==> src/rtl/pkey_pkg.sv <==
package pkey_pkg;

    typedef enum logic [1:0] {
        ACC_READ  = 2'd0,
        ACC_WRITE = 2'd1,
        ACC_EXEC  = 2'd2,
        ACC_PROBE = 2'd3
    } acc_kind_e;

    // Per-entry flags: valid plus one deny bit per access kind
    typedef struct packed {
        logic vld;
        logic no_rd;
        logic no_wr;
        logic no_ex;
    } kflags_t;

endpackage

==> src/rtl/pkey_entry_file.sv <==
module pkey_entry_file
    import pkey_pkg::*;
#(
    parameter int NUM_KEYS = 16,
    parameter int KEY_W    = 24,
    parameter int IDX_W    = 4
) (
    input  logic                           clk,
    input  logic                           rst_n,
    input  logic                           wr_en,
    input  logic [IDX_W-1:0]               wr_idx,
    input  logic [KEY_W-1:0]               wr_key,
    input  kflags_t                        wr_flags,
    output logic [NUM_KEYS-1:0][KEY_W-1:0] keys_o,
    output kflags_t [NUM_KEYS-1:0]         flags_o
);

    typedef struct packed {
        logic [KEY_W-1:0] key;
        kflags_t          fl;
    } ent_t;

    for (genvar g = 0; g < NUM_KEYS; g++) begin : g_ent
        ent_t ent_d, ent_q;

        always_comb begin
            ent_d = ent_q;
            if (wr_en && (wr_idx == IDX_W'(g))) begin
                ent_d.key = wr_key;
                ent_d.fl  = wr_flags;
            end
        end

        always_ff @(posedge clk or negedge rst_n) begin
            if (!rst_n) begin
                ent_q <= '0;
            end else begin
                ent_q <= ent_d;
            end
        end

        assign keys_o[g]  = ent_q.key;
        assign flags_o[g] = ent_q.fl;
    end

endmodule

==> src/rtl/pkey_match.sv <==
module pkey_match
    import pkey_pkg::*;
#(
    parameter int NUM_KEYS = 16,
    parameter int KEY_W    = 24,
    parameter int IDX_W    = 4
) (
    input  logic [NUM_KEYS-1:0][KEY_W-1:0] keys_i,
    input  kflags_t [NUM_KEYS-1:0]         flags_i,
    input  logic [KEY_W-1:0]               req_key,
    output logic                           hit_o,
    output logic [IDX_W-1:0]               hit_idx_o,
    output kflags_t                        hit_flags_o
);

    logic [NUM_KEYS-1:0] eq;

    for (genvar g = 0; g < NUM_KEYS; g++) begin : g_cmp
        assign eq[g] = flags_i[g].vld && (keys_i[g] == req_key);
    end

    // Walk downward so the lowest matching index is assigned last
    always_comb begin
        hit_o       = |eq;
        hit_idx_o   = '0;
        hit_flags_o = '0;
        for (int i = NUM_KEYS - 1; i >= 0; i--) begin
            if (eq[i]) begin
                hit_idx_o   = IDX_W'(i);
                hit_flags_o = flags_i[i];
            end
        end
    end

endmodule

==> src/rtl/pkey_check.sv <==
module pkey_check
    import pkey_pkg::*;
#(
    parameter  int NUM_KEYS = 16,
    parameter  int KEY_W    = 24,
    localparam int IDX_W    = (NUM_KEYS > 1) ? $clog2(NUM_KEYS) : 1
) (
    input  logic             clk,
    input  logic             rst_n,
    input  logic             chk_en,
    input  logic             wr_en,
    input  logic [IDX_W-1:0] wr_idx,
    input  logic [KEY_W-1:0] wr_key,
    input  logic             wr_rd_deny,
    input  logic             wr_wr_deny,
    input  logic             wr_ex_deny,
    input  logic             wr_valid,
    input  logic             req_valid,
    input  logic [KEY_W-1:0] req_key,
    input  logic [1:0]       req_kind,
    output logic             rsp_valid,
    output logic             rsp_miss,
    output logic             rsp_perm,
    output logic [IDX_W-1:0] rsp_hit_idx
);

    typedef struct packed {
        logic             vld;
        logic             miss;
        logic             perm;
        logic [IDX_W-1:0] idx;
    } rsp_t;

    kflags_t                        wr_flags;
    logic [NUM_KEYS-1:0][KEY_W-1:0] keys;
    kflags_t [NUM_KEYS-1:0]         flags;
    logic                           hit;
    logic [IDX_W-1:0]               hit_idx;
    kflags_t                        hit_flags;
    rsp_t                           rsp_d, rsp_q;

    assign wr_flags = '{vld: wr_valid, no_rd: wr_rd_deny,
                        no_wr: wr_wr_deny, no_ex: wr_ex_deny};

    pkey_entry_file #(
        .NUM_KEYS (NUM_KEYS),
        .KEY_W    (KEY_W),
        .IDX_W    (IDX_W)
    ) u_file (
        .clk      (clk),
        .rst_n    (rst_n),
        .wr_en    (wr_en),
        .wr_idx   (wr_idx),
        .wr_key   (wr_key),
        .wr_flags (wr_flags),
        .keys_o   (keys),
        .flags_o  (flags)
    );

    pkey_match #(
        .NUM_KEYS (NUM_KEYS),
        .KEY_W    (KEY_W),
        .IDX_W    (IDX_W)
    ) u_match (
        .keys_i      (keys),
        .flags_i     (flags),
        .req_key     (req_key),
        .hit_o       (hit),
        .hit_idx_o   (hit_idx),
        .hit_flags_o (hit_flags)
    );

    always_comb begin
        rsp_d = '0;
        if (req_valid) begin
            rsp_d.vld = 1'b1;
            if (chk_en) begin
                if (!hit) begin
                    rsp_d.miss = 1'b1;
                end else begin
                    rsp_d.idx = hit_idx;
                    case (acc_kind_e'(req_kind))
                        ACC_READ:  rsp_d.perm = hit_flags.no_rd;
                        ACC_WRITE: rsp_d.perm = hit_flags.no_wr;
                        ACC_EXEC:  rsp_d.perm = hit_flags.no_ex;
                        default:   rsp_d.perm = 1'b0;
                    endcase
                end
            end
        end
    end

    always_ff @(posedge clk or negedge rst_n) begin
        if (!rst_n) begin
            rsp_q <= '0;
        end else begin
            rsp_q <= rsp_d;
        end
    end

    assign rsp_valid   = rsp_q.vld;
    assign rsp_miss    = rsp_q.miss;
    assign rsp_perm    = rsp_q.perm;
    assign rsp_hit_idx = rsp_q.idx;

endmodule

==> config.mk <==
export PLATFORM = sky130hd
export DESIGN_NAME = pkey_check
export DESIGN_NICKNAME = d
export VERILOG_FILES = /design/src/rtl/pkey_pkg.sv /design/src/rtl/pkey_entry_file.sv /design/src/rtl/pkey_match.sv /design/src/rtl/pkey_check.sv
export SDC_FILE = /design/constraint.sdc
export NUM_CORES = 1
export LEC_CHECK = 0
export BUFFER_PORTS_ARGS = -buffer_cell sky130_fd_sc_hd__buf_2
export CAP_MARGIN = 15
export CORE_UTILIZATION = 35
export CTS_CLUSTER_DIAMETER = 120
export DETAILED_ROUTE_END_ITERATION = 8
export SLEW_MARGIN = 20
export SYNTH_ARGS = -nofsm -noshare
export SYNTH_HDL_FRONTEND = slang
export SYNTH_SLANG_ARGS = --single-unit
export TNS_END_PERCENT = 1
==> constraint.sdc <==
create_clock -name clk -period 2.4 [get_ports clk]
set_input_delay 0.24 -clock clk [delete_from_list [all_inputs] [get_ports clk]]
set_output_delay 0.24 -clock clk [all_outputs]
set_load 0.01 [all_outputs]
**Word level (Yosys, flattened, before mapping)**

Cells that the tools add are included.

- Eq/ne operators: 33
- Multiplexer cells: 37
- Reductions and logical operators: 35

Operator list:

| kind | count |
|---|---|
| $eq A24 B24 Y1 | 16 |
| $mux W4 | 16 |
| $mux W3 | 16 |
| $eq A4 B4 Y1 const B | 8 |
| $logic_and A1 B1 Y1 | 32 |
| $eq A4 B3 Y1 const B | 4 |
| $reduce_or A16 Y1 | 1 |
| $eq A4 B2 Y1 const B | 2 |
| $mux W7 | 1 |
| $mux W6 | 1 |
| $mux W5 | 1 |
| $eq A4 B1 Y1 const B | 1 |
| $logic_not A4 Y1 | 1 |
| $pmux W1 S3 | 1 |
| $eq A2 B1 Y1 const B | 1 |
| $eq A2 B2 Y1 const B | 1 |
| $logic_not A2 Y1 | 1 |
| $mux W1 | 1 |

- Register bits: 455

**Longest topological paths before layout**

- Depth in word-level cells: 22
- Gate-level depth with buffers: 11
- Mapped depth without buffers: 9

**Hierarchy**

A second synthesis with hierarchy kept.

- Cell total of the unflattened synthesis: 1709
- Area, all modules: 22348.9 um^2

By module, submodules not included:

| module | instances | cells each | area an instance (um^2) |
|---|---|---|---|
| pkey_entry_file | 1 | 986 | 16732.3 |
| pkey_match | 1 | 705 | 5373.9 |
| pkey_check | 1 | 18 | 242.7 |

**Worst setup path before layout**

No wires, ideal clock.

- Path kind: input port to flip-flop
- From: input port req_key[18]
- To: register rsp_q (netlist bit rsp_perm)
- Setup time: 0.136 ns
- Data arrival time: 2.156 ns
- Data required time: 2.264 ns
- Setup slack: 0.108 ns
- Stages on the path: 11
- Cell sequence: buf_2 buf_4 xnor2_1 nand4_1 nor4_1 nand4_1 or2_2 mux2i_1 a211oi_1 nor4_1 a31oi_1

RTL lines:

| what | line | text |
|---|---|---|
| start, declared | pkey_check.sv:19 | `input logic [KEY_W-1:0] req_key,` |
| end signal, assigned | pkey_check.sv:97 | `rsp_q <= rsp_d;` |
| end, declared | pkey_check.sv:40 | `rsp_t rsp_d, rsp_q;` |

==> results.json <==
{
  "outcome": "finished, violations left",
  "violations": "setup timing",
  "rsz0062_at_grt": "true",
  "cp_top_family": "compound AO/OA/AOI/OAI gates",
  "finish.utilization": 0.4262,
  "period_share": 1.130,
  "clock_latency_ps": 610,
  "synthXorXnorAreaFrac": 0.1519,
  "ioPinCount": 70,
  "ys_types": 61,
  "ir_drop_mv": 0.4810,
  "netlist_instances": 1724,
  "cp.required_ps": 2870,
  "yosysSeqAreaShare": 0.5076,
  "slew-limit-headroom": 0.4996,
  "setup_viol_count_final": 3,
  "syn_area_per_cell_um2": 13.01,
  "final_common_cell": "dfrtp_1",
  "dr_total_vias": 14750,
  "synth_top_cell_by_area": "dfrtp_1",
  "synthMuxAreaShare": 0.2233,
  "layout.cells.non_filler": 2819,
  "crit_path_max_incr_delay_ps": 600,
  "ys_top_cells_by_area": "dfrtp_1, mux2_2, xnor2_1",
  "dp_hpwl_um": 46870,
  "layout-drive-gt1-share": 0.4331,
  "path_buf_inv": 1,
  "gp_congestion": 0.8853,
  "final-hold-violation-count": 0,
  "slowest_stage": "or4_4",
  "fp.coreArea_um2": 63200,
  "startpoint_type": "register",
  "first_global_vias": 15560,
  "tns_ps": -527.1,
  "io_buffers": 69,
  "fp.dieH_um": 255.1,
  "nNetsFinal": 1993,
  "maxCapViolCount": 0,
  "arrival_ps": 3180,
  "final_cell_mix": "dfrtp_1, mux2_2, xnor2_1",
  "grt_pass1_wl_um": 105300,
  "power_mw": 23.27,
  "power.leakage_nw": 11.44,
  "root_buffer": "clkbuf_16",
  "skew_ps": 18.01,
  "synth_top_family_by_area": "multiplexers",
  "dieWidth_um": 255.1,
  "cts_max_path_buffers": 3,
  "nFillCells": 5834,
  "wl_per_cell_um": 24.86,
  "finalCriticalPeriod_ps": 2711,
  "dr.pass1.iters": 5,
  "end_kind": "register",
  "worstSetupPathType": "register to register",
  "cts.htree.levels": 2,
  "rows": 92,
  "synth.top_cell.area_share": 0.5076,
  "area_growth_pct": 20.08,
  "async_reset_ff_frac": 1.000,
  "p_per_area_nw_per_um2": 864.0,
  "path_clk_slew_ps": 60,
  "placedCellCount": 2720,
  "die-area_um2": 65100,
  "antenna_left": 0,
  "tightest_slew_ps": 750.6,
  "cp_max_fo": 3,
  "grt_usage": 0.2233,
  "ys_warn_count": 0,
  "synth_edf_count": 0,
  "ys_ff_latch": 455,
  "slew_viol_final": 0,
  "syn-num-nets": 1787,
  "crit_chain": "xnor2_2 > nand4_1 > or4_4 > o211ai_1 > buf_4 > o221ai_2 > a211oi_2 > o221ai_1 > a22oi_1 > a31oi_1",
  "synthSimpleGateAreaFrac": 0.06393,
  "drc": 0,
  "wirelength_um": 70090,
  "antenna_found_initial": 5,
  "drt-initial-drc-count": 1071,
  "hold_path.class": "input port to register",
  "grt_max_degree": 64,
  "fmax_ghz": 0.3688,
  "r2r_slack_ps": -310,
  "grt_overflow_total": 0,
  "via_per_inst": 5.231,
  "synth_area_um2": 22430,
  "ys.flop_type": "dfrtp_1",
  "synth-adder-area-share": 0,
  "initial_core_util": 0.3549,
  "fin_ws_ps": -311.4,
  "synth-compound-area-share": 0.01807,
  "clock-sinks": 455,
  "cts_made_buffers": 51,
  "cts_tree": "built"
}
[cell usage after synthesis, types with 3 or more instances]
| cell type | count |
|---|---|
| a31oi_1 | 3 |
| xnor2_2 | 7 |
| mux2_2 | 442 |
| clkbuf_1 | 56 |
| nand2_1 | 39 |
| nor4_1 | 34 |
| xnor2_1 | 262 |
| nor4_2 | 5 |
| o21ai_1 | 3 |
| nor2_1 | 21 |
| or3_1 | 3 |
| nand4_1 | 64 |
| dfrtp_1 | 455 |
| nor3_1 | 17 |
| inv_1 | 15 |
| nand4_2 | 3 |
| nor3b_1 | 3 |
| nand3_1 | 21 |
| or2_2 | 3 |
| o21ai_0 | 19 |
| nand3b_1 | 3 |
| o21a_1 | 3 |
| buf_2 | 4 |
| and2_1 | 4 |
| mux2i_1 | 3 |
| a211oi_1 | 4 |
| buf_1 | 15 |
| buf_4 | 17 |
| buf_6 | 28 |
| a21oi_1 | 9 |
| nand2b_1 | 10 |
| xor2_1 | 114 |
[logic make-up after synthesis]
family,after synthesis
mux,445
buf+inv,136
compound gates,61
flops,455
simple gates,244
xor+xnor,383
[per-stage QoR]
stage	setup slack, ps	hold slack [ps]	instance area [um2]
after floorplan	108.5	-55.59	22430
after global placement	-447.0	271.2	25070
after detailed placement	-505.6	273.0	25070
after CTS	-288.8	51.59	26840
after global routing	-446.1	90.43	26930
final	-311.4	78.93	26930
[layout make-up]
class | count | area [um2] | area share
sequential | 455 | 11390 | 0.4228
multi-input combinational | 1133 | 10410 | 0.3866
timing repair buffer | 273 | 2307 | 0.08567
clock buffer | 66 | 1433 | 0.05319
tap | 846 | 1059 | 0.03930
clock inverter | 29 | 272.8 | 0.01013
inverter | 16 | 60.06 | 0.002230
antenna | 1 | 2.502 | 0.00009292
[where the power goes]
group	switching [mW]	internal [mW]	total, mW
Clock	3.33	4.56	7.89
Sequential	1.16	9.44	10.6
Combinational	2.06	2.72	4.78
Total	6.55	16.7	23.3
[per-layer routing]
layer	GRT usage	share of wire	vias up	wire length, um
li1	-	-	6408	-
met1	0.3001	0.43	7732	30470
met2	0.3561	0.46	463	32510
met3	0.03875	0.060	144	4186
met4	0.09068	0.042	0	2931
met5	0	0	-	0
[registers in the layout (all words and copies together), names as in the netlist]
register        flops
rsp_hit_idx         4
rsp_valid           1
u_file.flags_o     64
rsp_miss            1
u_file.keys_o     384
rsp_perm            1
[path summary, 6_finish.rpt]
path	from	endpoint	cells past startpoint
setup / recovery	u_file.keys_o[346]	rsp_perm	10
hold / removal	wr_rd_deny	u_file.flags_o[58]	3
setup reg to reg	u_file.keys_o[346]	rsp_perm	10
hold reg to reg	u_file.flags_o[22]	u_file.flags_o[22]	1
max in group asynchronous	rst_n	u_file.keys_o[248]	3
min in group asynchronous	rst_n	u_file.keys_o[377]	2
[worst reg2reg max path, delay by kind of cell (launching register included)]
kind                      cells  cell delay [ps]
DFF                           1              400
AOI/OAI and AO/OA             6             1080
xor gates and xnor gates      1              180
buffers and inverters         1              170
and+or+nand+nor               2              730
[timing repair]
action	4_1_cts	5_1_grt
resized for setup	6	15
pin swaps	5	6
hold endpoints to repair	59	0
buffers inserted	0	0
cloned	0	0
setup endpoints to repair	5	6
hold buffers	3	0
No activity file was read; power rests on OpenSTA's default activity.
